[src/rtl/xbd_pkg.sv]
package xbd_pkg;

    localparam int NUM_BAR  = 6;
    localparam int NUM_CS   = 2;
    localparam int CS_FIRST = 4;

    localparam logic [7:0] IDX_FLAGS = 8'h58;
    localparam logic [7:0] IDX_SCR0  = 8'h60;
    localparam logic [7:0] IDX_SCR1  = 8'h64;

    // Configuration index of each BAR slot
    function automatic logic [7:0] bar_index(input int n);
        case (n)
            0:       return 8'h10;
            1:       return 8'h14;
            2:       return 8'h18;
            3:       return 8'h1C;
            4:       return 8'h24;
            default: return 8'h28;
        endcase
    endfunction

    // Keeps the address bits at or above the window size
    function automatic logic [31:0] bar_mask(input int size_log2);
        return ~((32'd1 << size_log2) - 32'd1);
    endfunction

    function automatic logic [31:0] byte_merge(input logic [31:0] cur,
                                               input logic [31:0] nxt,
                                               input logic [3:0]  be);
        logic [31:0] res;
        res = cur;
        for (int k = 0; k < 4; k++) begin
            if (be[k]) res[8*k +: 8] = nxt[8*k +: 8];
        end
        return res;
    endfunction

endpackage

[src/rtl/xbd_bar_slot.sv]
module xbd_bar_slot
    import xbd_pkg::*;
#(
    parameter logic [7:0] SLOT_IDX  = 8'h10,
    parameter int         SIZE_LOG2 = 4
) (
    input  logic        clk,
    input  logic        rst_n,
    input  logic        cfg_wr,
    input  logic [7:0]  cfg_idx,
    input  logic [3:0]  cfg_be,
    input  logic [31:0] cfg_wdata,
    input  logic        flag_wr,
    input  logic        flag_wbit,
    input  logic [31:0] bus_addr,
    input  logic        bus_valid,
    output logic [31:0] base_q,
    output logic        flag_q,
    output logic        match
);

    localparam logic [31:0] MASK = bar_mask(SIZE_LOG2);

    logic sel_wr;
    logic bar_wr;

    assign sel_wr = cfg_wr && (cfg_idx == SLOT_IDX);
    assign bar_wr = sel_wr && (cfg_be != 4'b0000);

    always_ff @(posedge clk) begin
        if (!rst_n) begin
            base_q <= '0;
            flag_q <= 1'b0;
        end else begin
            if (sel_wr) begin
                base_q <= byte_merge(base_q, cfg_wdata, cfg_be) & MASK;
            end
            // A BAR write marks the slot programmed and wins over a manual write
            if (bar_wr) begin
                flag_q <= 1'b1;
            end else if (flag_wr) begin
                flag_q <= flag_wbit;
            end
        end
    end

    assign match = bus_valid && flag_q && ((bus_addr & MASK) == base_q);

endmodule

[src/rtl/xbd_misc_regs.sv]
module xbd_misc_regs
    import xbd_pkg::*;
(
    input  logic              clk,
    input  logic              rst_n,
    input  logic              cfg_wr,
    input  logic [7:0]        cfg_idx,
    input  logic [3:0]        cfg_be,
    input  logic [31:0]       cfg_wdata,
    output logic [NUM_CS-1:0] rdr_q,
    output logic [31:0]       scr0_q,
    output logic [31:0]       scr1_q
);

    always_ff @(posedge clk) begin
        if (!rst_n) begin
            rdr_q  <= '0;
            scr0_q <= '0;
            scr1_q <= '0;
        end else if (cfg_wr) begin
            if (cfg_idx == IDX_FLAGS && cfg_be[1]) begin
                rdr_q <= cfg_wdata[8 + CS_FIRST +: NUM_CS];
            end
            if (cfg_idx == IDX_SCR0) begin
                scr0_q <= byte_merge(scr0_q, cfg_wdata, cfg_be);
            end
            if (cfg_idx == IDX_SCR1) begin
                scr1_q <= byte_merge(scr1_q, cfg_wdata, cfg_be);
            end
        end
    end

endmodule

[src/rtl/xbd_rd_mux.sv]
module xbd_rd_mux
    import xbd_pkg::*;
(
    input  logic [7:0]                    cfg_idx,
    input  logic [NUM_BAR-1:0][31:0]      base_vec,
    input  logic [NUM_BAR-1:0]            flag_vec,
    input  logic [NUM_CS-1:0]             rdr_vec,
    input  logic [31:0]                   scr0,
    input  logic [31:0]                   scr1,
    output logic [31:0]                   cfg_rdata
);

    always_comb begin
        cfg_rdata = '0;
        for (int n = 0; n < NUM_BAR; n++) begin
            if (cfg_idx == bar_index(n)) cfg_rdata = base_vec[n];
        end
        unique case (cfg_idx)
            IDX_FLAGS: begin
                cfg_rdata[NUM_BAR-1:0]              = flag_vec;
                cfg_rdata[8 + CS_FIRST +: NUM_CS]   = rdr_vec;
            end
            IDX_SCR0:  cfg_rdata = scr0;
            IDX_SCR1:  cfg_rdata = scr1;
            default:   ;
        endcase
    end

endmodule

[src/rtl/xbd_cfg_decoder.sv]
module xbd_cfg_decoder
    import xbd_pkg::*;
#(
    parameter int SIZE_LOG2_BASE = 4
) (
    input  logic               clk,
    input  logic               rst_n,
    input  logic               cfg_wr,
    input  logic [7:0]         cfg_idx,
    input  logic [3:0]         cfg_be,
    input  logic [31:0]        cfg_wdata,
    output logic [31:0]        cfg_rdata,
    input  logic [31:0]        bus_addr,
    input  logic               bus_valid,
    output logic [NUM_BAR-1:0] bar_hit,
    output logic [NUM_CS-1:0]  bar_cs_n
);

    logic [NUM_BAR-1:0][31:0] base_vec;
    logic [NUM_BAR-1:0]       flag_vec;
    logic [NUM_BAR-1:0]       match_vec;
    logic [NUM_CS-1:0]        rdr_vec;
    logic [31:0]              scr0;
    logic [31:0]              scr1;
    logic                     flag_wr;

    assign flag_wr = cfg_wr && (cfg_idx == IDX_FLAGS) && cfg_be[0];

    for (genvar n = 0; n < NUM_BAR; n++) begin : g_slot
        xbd_bar_slot #(
            .SLOT_IDX  (bar_index(n)),
            .SIZE_LOG2 (SIZE_LOG2_BASE + n)
        ) u_slot (
            .clk       (clk),
            .rst_n     (rst_n),
            .cfg_wr    (cfg_wr),
            .cfg_idx   (cfg_idx),
            .cfg_be    (cfg_be),
            .cfg_wdata (cfg_wdata),
            .flag_wr   (flag_wr),
            .flag_wbit (cfg_wdata[n]),
            .bus_addr  (bus_addr),
            .bus_valid (bus_valid),
            .base_q    (base_vec[n]),
            .flag_q    (flag_vec[n]),
            .match     (match_vec[n])
        );
    end

    xbd_misc_regs u_misc (
        .clk       (clk),
        .rst_n     (rst_n),
        .cfg_wr    (cfg_wr),
        .cfg_idx   (cfg_idx),
        .cfg_be    (cfg_be),
        .cfg_wdata (cfg_wdata),
        .rdr_q     (rdr_vec),
        .scr0_q    (scr0),
        .scr1_q    (scr1)
    );

    xbd_rd_mux u_rd (
        .cfg_idx   (cfg_idx),
        .base_vec  (base_vec),
        .flag_vec  (flag_vec),
        .rdr_vec   (rdr_vec),
        .scr0      (scr0),
        .scr1      (scr1),
        .cfg_rdata (cfg_rdata)
    );

    always_ff @(posedge clk) begin
        if (!rst_n) begin
            bar_hit  <= '0;
            bar_cs_n <= '1;
        end else begin
            bar_hit <= match_vec;
            for (int k = 0; k < NUM_CS; k++) begin
                bar_cs_n[k] <= ~(match_vec[CS_FIRST + k] & rdr_vec[k]);
            end
        end
    end

endmodule

[config.mk]
export PLATFORM = sky130hd
export DESIGN_NAME = xbd_cfg_decoder
export DESIGN_NICKNAME = d
export VERILOG_FILES = /design/src/rtl/xbd_pkg.sv /design/src/rtl/xbd_bar_slot.sv /design/src/rtl/xbd_misc_regs.sv /design/src/rtl/xbd_rd_mux.sv /design/src/rtl/xbd_cfg_decoder.sv
export SDC_FILE = /design/constraint.sdc
export NUM_CORES = 1
export LEC_CHECK = 0
export ABC_AREA = 0
export BUFFER_PORTS_ARGS = -buffer_cell sky130_fd_sc_hd__buf_2
export CORE_ASPECT_RATIO = 0.7
export CORE_MARGIN = 3
export CORE_UTILIZATION = 50
export CTS_CLUSTER_SIZE = 16
export DETAILED_ROUTE_END_ITERATION = 10
export PLACE_DENSITY_LB_ADDON = 0.1
export SYNTH_ARGS = -nofsm -noshare
export SYNTH_HDL_FRONTEND = slang
export SYNTH_SLANG_ARGS = --single-unit
[constraint.sdc]
create_clock -name clk -period 2 [get_ports clk]
set_input_delay 0.2 -clock clk [delete_from_list [all_inputs] [get_ports clk]]
set_output_delay 0.2 -clock clk [all_outputs]
set_load 0.01 [all_outputs]
==> out/results.tsv, run 1 <==
metric	value	unit
hold_slack	0.0199	ns
finalCriticalPeriod	2.13	ns
drive_gt1_share	31.5	%
min_period_over_period	106	%
grt_first_pass_wirelength	67000	um
slew_headroom	31.6	%
num-fill-cells	2067	
endpoint	cfg_rdata[12]	
die_h	140	um
synth_area	12800	sq um
clock_skew	0.0162	ns
overflow	0	
drtIter0Drc	909	
place_congestion	0.956	
dr.pass1.iters	5	
grt_pass1_vias	10400	
ir_drop	0.000554	V
synth_edf_count	0	
hold_class	primary input to register	
dpl.cell_count	1754	
p_switching	2610	uW
cp.arrival	1.93	ns
htree_levels	1	
rsz0062_at_grt	true	
dieArea	27700	sq um
synth_most_common_cell	dfxtp_1	
power.density	630	nW/um^2
grt_use_total	32.2	%
r2r-start	g_slot[1].u_slot.base_q[28]	
synth_fp_nets	1385	
yosysWarnings	0	
diodes	0	
tns	-0.535	ns
drv_cap	0	
wl	46100	um
p_int	7610	uW
synth_common_cells	dfxtp_1 (233), mux2i_1 (217), nor2b_1 (204), xor2_1 (85), clkbuf_1 (84)	
grt_max_degree	226	
stdcell_count	1838	
synth_seq_cells	233	
place_area	14600	sq um
io_pins	120	
rrSetupSlack	0.05	ns
finalHoldViolations	0	
syn_avg_cell_area	9.84	sq um
chipWidth	198	um
rows	48	
postSynth.asyncResetShare	0	%
p_clk_share	44.5	%
failed_checks	setup timing	
critical-path-top-delay-family	simple AND/OR/NAND/NOR gates	
swShare	25.5	%
final_nets	1577	
leakagePower	0.00630	uW
io_buffers	115	
clk_pin_slew_worst_paths	0.06	ns
area_growth	26.4	%
cp_max_fo	3	
fin_ws	-0.129	ns
design_area	16200	sq um
detail_route.vias_per_cell	5.93	
synth_area_leaders	dfxtp_1 (36%), mux2i_1 (17%), nor2b_1 (9.9%), xor2_1 (5.8%), xnor2_1 (4.6%)	
numCtsBuffers	25	
crit_slowest_cell	or4_4	
crit_path_start_kind	primary input	
dp_hpwl	33600	um
start_util	51.5	%
seq_area_frac_synth	36.3	%
status	complete, but fails checks	
antenna_found_initial	1	
setup_viol	9	
vias	10900	
clkLatencyLatePin	0.54	ns
worstSetupEndpointType	primary output	
finalMaxSlewViolations	0	
crit_chain	buf_6, or4_4, or3_4, a21bo_4, a211oi_2, buf_2	
setup.worst_path.start	cfg_idx[6]	
cp.buffers_inverters	2	
drc_errors	0	
seqPwrFrac	45.4	%
clkSinkCount	233	
worst-path-stages	6	
core	24900	sq um
ys_types	52	
crit_type	primary input to primary output	
synthCells	1305	
max_clock_freq	470	MHz
synthFlopType	dfxtp_1	
tightest_slew	1.03	ns
synth_top_area_share	36.3	%
r2r_end	bar_hit[1]	
reg2reg_depth	4	
required	1.80	ns
tritoncts	done	
clock_path_buffers	3	
cts-root-buf	clkbuf_16	
power_frac_comb	10.1	%
yosys.area.top_type	dfxtp_1	
post_drt_wl_per_cell	25.1	um
postRouteAntennaNets	0	
cpPeakStageDelay	0.56	ns
-- worst min path at each step --
| stage | start | end | slack, ns | cells past startpoint |
|---|---|---|---|---|
| floorplan | cfg_wdata[8] | u_misc.scr1_q[8] | 0.36 | 2 |
| global placement | u_misc.scr1_q[9] | u_misc.scr1_q[9] | 0.45 | 2 |
| detailed placement | u_misc.scr1_q[9] | u_misc.scr1_q[9] | 0.46 | 2 |
| CTS | cfg_wdata[9] | u_misc.scr1_q[9] | 0.007 | 3 |
| global route | cfg_wdata[8] | u_misc.scr1_q[8] | 0.03 | 3 |
| finish | cfg_wdata[9] | u_misc.scr1_q[9] | 0.02 | 3 |
-- worst register-to-register path, cell delays in order, from the launching register on --
cell and delay, ns:
dfxtp_1 0.33, xnor2_1 0.34, nand3_1 0.18, or4_1 0.51, nor4_1 0.45
-- metrics by stage --
stage                     worst slack (ns)  power [uW]  util (%)
after global placement              -0.160        5700      58.6
after CTS                          -0.0994       10200      63.1
final                               -0.129       10200      65.1
after detailed placement            -0.155        5690      58.6
after floorplan                    -0.0166        5290         -
after global routing                -0.181       10500      65.1
-- kinds of logic (layout without fill, tap and decap cells) --
family / Yosys count / in the layout / share of synthesized area [%]
and+or+nand+nor: 439 / 439 / 21.7
muxes: 240 / 240 / 20.9
AOI/OAI and AO/OA: 116 / 116 / 6.74
xor gates and xnor gates: 153 / 153 / 10.4
DFF: 233 / 233 / 36.3
buffers and inverters: 124 / 332 / 3.89
-- routing by layer --
layer | vias to the layer above | wire length [um] | GRT usage [%]
li1 | 4970 | - | -
met3 | 96 | 4230 | 7.84
met2 | 474 | 18900 | 46.2
met1 | 5354 | 21700 | 48.6
met5 | - | 10 | 0
met4 | 2 | 1310 | 7.37
-- cell usage in the layout (no fill, tap or decap), types with 9 or more instances in the layout --
cell type | Yosys | routed
dfxtp_2 | 0 | 60
mux4_2 | 23 | 23
a31oi_1 | 16 | 16
nand3_1 | 27 | 27
buf_12 | 0 | 26
a21boi_0 | 24 | 24
mux2i_1 | 217 | 216
dfxtp_1 | 233 | 170
nand4_1 | 36 | 36
clkbuf_16 | 0 | 26
xor2_1 | 85 | 85
a22oi_2 | 0 | 21
xnor2_1 | 68 | 68
nor4_1 | 27 | 27
a22o_1 | 9 | 9
nor2b_1 | 204 | 204
nor4_4 | 16 | 17
nor3_1 | 25 | 10
buf_4 | 0 | 130
o211ai_1 | 15 | 15
nand2_1 | 66 | 66
buf_2 | 12 | 111
-- cell type report --
| class | instances | area (sq um) | share of cell area (%) |
|---|---|---|---|
| Sequential cell | 233 | 4750 | 29.3 |
| Inverter | 4 | 18.8 | 0.116 |
| Timing Repair Buffer | 285 | 2280 | 14.0 |
| Multi-Input combinational cell | 948 | 8000 | 49.3 |
| Clock buffer | 39 | 758 | 4.67 |
| Clock inverter | 4 | 26.3 | 0.162 |
| Tap cell | 325 | 407 | 2.51 |
-- power groups by stage --
stage	Clock, uW	Combinational (uW)	Sequential, uW
floorplan	0	536	4750
global placement	0	947	4750
detailed placement	0	942	4750
CTS	4580	964	4640
global route	4780	1060	4640
finish	4550	1030	4640
-- sequential cells by signal, summed over array words and instances, names as in the netlist --
| name | cells |
|---|---|
| bar_cs_n | 2 |
| bar_hit | 6 |
| g_slot.u_slot.base_q | 153 |
| g_slot.u_slot.flag_q | 6 |
| u_misc.rdr_q | 2 |
| u_misc.scr0_q | 32 |
| u_misc.scr1_q | 32 |
-- repair_timing --
item	4_1_cts	5_1_grt
hold endpoints to repair	14	0
hold buffers	7	0
endpoints found under the setup margin	31	32
pin swaps	13	33
buffers inserted	13	21
gates resized for setup	50	102
gates cloned	0	1
No activity file was read; power rests on OpenSTA's default activity.
==> inputs of run 2 (changes only) <==
Clock period 2 ns to 2.2 ns, I/O delays scaled along.
==> run 2 against run 1 <==
- the run now ends clean
- total power fell by 9.8%
- clock skew decreased by 0.0078 ns
- critical path type unchanged
- clock power fell by 9.0%
- largest power group unchanged
- cell area fell by 6.3%
- clock-buffer cell count fell by 4
==> out/results.tsv, run 2 (synthesized netlist as in run 1, its figures left out) <==
metric	value	unit
area_growth	18.4	%
clock_skew	0.00837	ns
crit_chain	buf_2, or4_4, buf_4, a211o_1, a32oi_1, a221o_1, buf_2	
start_util	51.5	%
largestRegisters	g_slot.u_slot.base_q x153, u_misc.scr0_q x32, u_misc.scr1_q x32	
clkLatencyLatePin	0.53	ns
io_buffers	115	
detail_route.vias_per_cell	5.88	
multi_input_area	7730	sq um
worst_path_most_repeated_cell	buf_2	
dr.pass1.iters	5	
grt_use_total	31.5	%
required	1.98	ns
io_pins	120	
tritoncts	done	
post-cts-setup-buffers	0	
cp_max_fo	15	
slew_headroom	36.3	%
leakagePower	0.00577	uW
worstSetupEndpointType	primary output	
ff_latch_area	4660	sq um
final_nets	1507	
place_congestion	0.974	
mostFrequentLayoutCell	dfxtp_1	
grt_max_degree	226	
hold_class	primary input to register	
grt_pass1_vias	10200	
overflow	0	
rsz0062_at_grt	true	
drv_cap	0	
dieArea	27700	sq um
antenna_found_initial	2	
tightest_slew	0.955	ns
stdcell_count	1766	
wl	44300	um
ir_drop	0.000535	V
finalMaxSlewViolations	0	
largest_register_ffs	153	
core	24900	sq um
top_register	g_slot.u_slot.base_q	
cts-root-buf	clkbuf_16	
status	finished clean	
finalCriticalPeriod	2.18	ns
drtIter0Drc	1030	
crit_path_start_kind	primary input	
drc_errors	0	
max_clock_freq	459	MHz
min_period_over_period	99.1	%
num-fill-cells	2189	
layout_common_cells	dfxtp_1 (233), mux2i_1 (217), nor2b_1 (204)	
power.density	606	nW/um^2
drive_gt1_share	21.1	%
clkSinkCount	233	
chipWidth	198	um
htree_levels	1	
dp_hpwl	32600	um
crit_slowest_cell	or4_4	
clock_path_buffers	3	
dpl.cell_count	1722	
rrSetupSlack	0.22	ns
setup_viol	0	
vias	10400	
postRouteAntennaNets	0	
finalHoldViolations	0	
clk_pin_slew_worst_paths	0.06	ns
cpPeakStageDelay	0.58	ns
cp.arrival	1.96	ns
grt_first_pass_wirelength	65700	um
crit_type	primary input to primary output	
numCtsBuffers	25	
post_drt_wl_per_cell	25.1	um
die_h	140	um
rows	48	
tns	0	ns
[run 2: changes by cell type in the layout (fill, tap and decap cells not counted), sizes merged]
cell	before	now
buf	276	212
clkbuf	41	35
dlygate4sd3	7	3
bufinv	0	1
clkinv	2	3
clkinvlp	2	1
diode	0	1
[run 2: through the flow]
step	util [%]	area [sq um]	power (uW)	setup slack (ns)	hold WS, ns
2_1_floorplan	-	12800	4800	0.0334	0.376
3_3_place_gp	57.6	14400	5140	-0.0623	0.450
3_5_place_dp	57.6	14400	5140	0.00885	0.457
4_1_cts	60.8	15200	9240	0.00344	0.00166
5_1_grt	61.0	15200	9470	-0.0395	0.0330
6_report	61.0	15200	9220	0.0206	0.0110
[run 2: where the power goes]
group,internal [uW],leakage [uW],switching [uW]
Sequential,4220,0.00188,2.73
Clock,2390,0.000383,1760
Combinational,305,0.00351,554
Total,6910,0.00577,2310
[run 2: critical path, delay by kind of cell]
kind | cells | cell delay, ns
compound gates | 3 | 0.64
simple gates | 1 | 0.58
buf+inv | 3 | 0.52
[run 2: final timing paths]
path                                                   from           endpoint  cells past startpoint
worst max-delay path                             cfg_idx[6]      cfg_rdata[13]                      7
worst min-delay path                           cfg_wdata[2]   u_misc.scr1_q[2]                      3
worst max register to register  g_slot[5].u_slot.base_q[28]        bar_cs_n[1]                      4
worst min register to register            u_misc.scr1_q[12]  u_misc.scr1_q[12]                      2
[run 2: area by class of cell]
class / count / area share, %
Antenna cell: 1 / 0.0165
Clock buffer: 35 / 4.76
Clock inverter: 5 / 0.370
Inverter: 4 / 0.0987
Multi-Input combinational cell: 948 / 50.8
Sequential cell: 233 / 30.7
Tap cell: 325 / 2.67
Timing Repair Buffer: 215 / 10.6
[run 2: layer usage]
| layer | GRT usage, % | part of all wire [%] |
|---|---|---|
| met5 | 0 | 0.016 |
| met4 | 8.04 | 2.5 |
| met3 | 9.62 | 10 |
| met2 | 43.7 | 40 |
| met1 | 47.3 | 47 |
[run 2: repair_timing]
action / in CTS / in global routing
resized for setup: 0 / 12
hold endpoints to repair: 6 / 0
setup endpoints to repair: 1 / 12
hold buffers: 3 / 0
pin swaps: 1 / 0
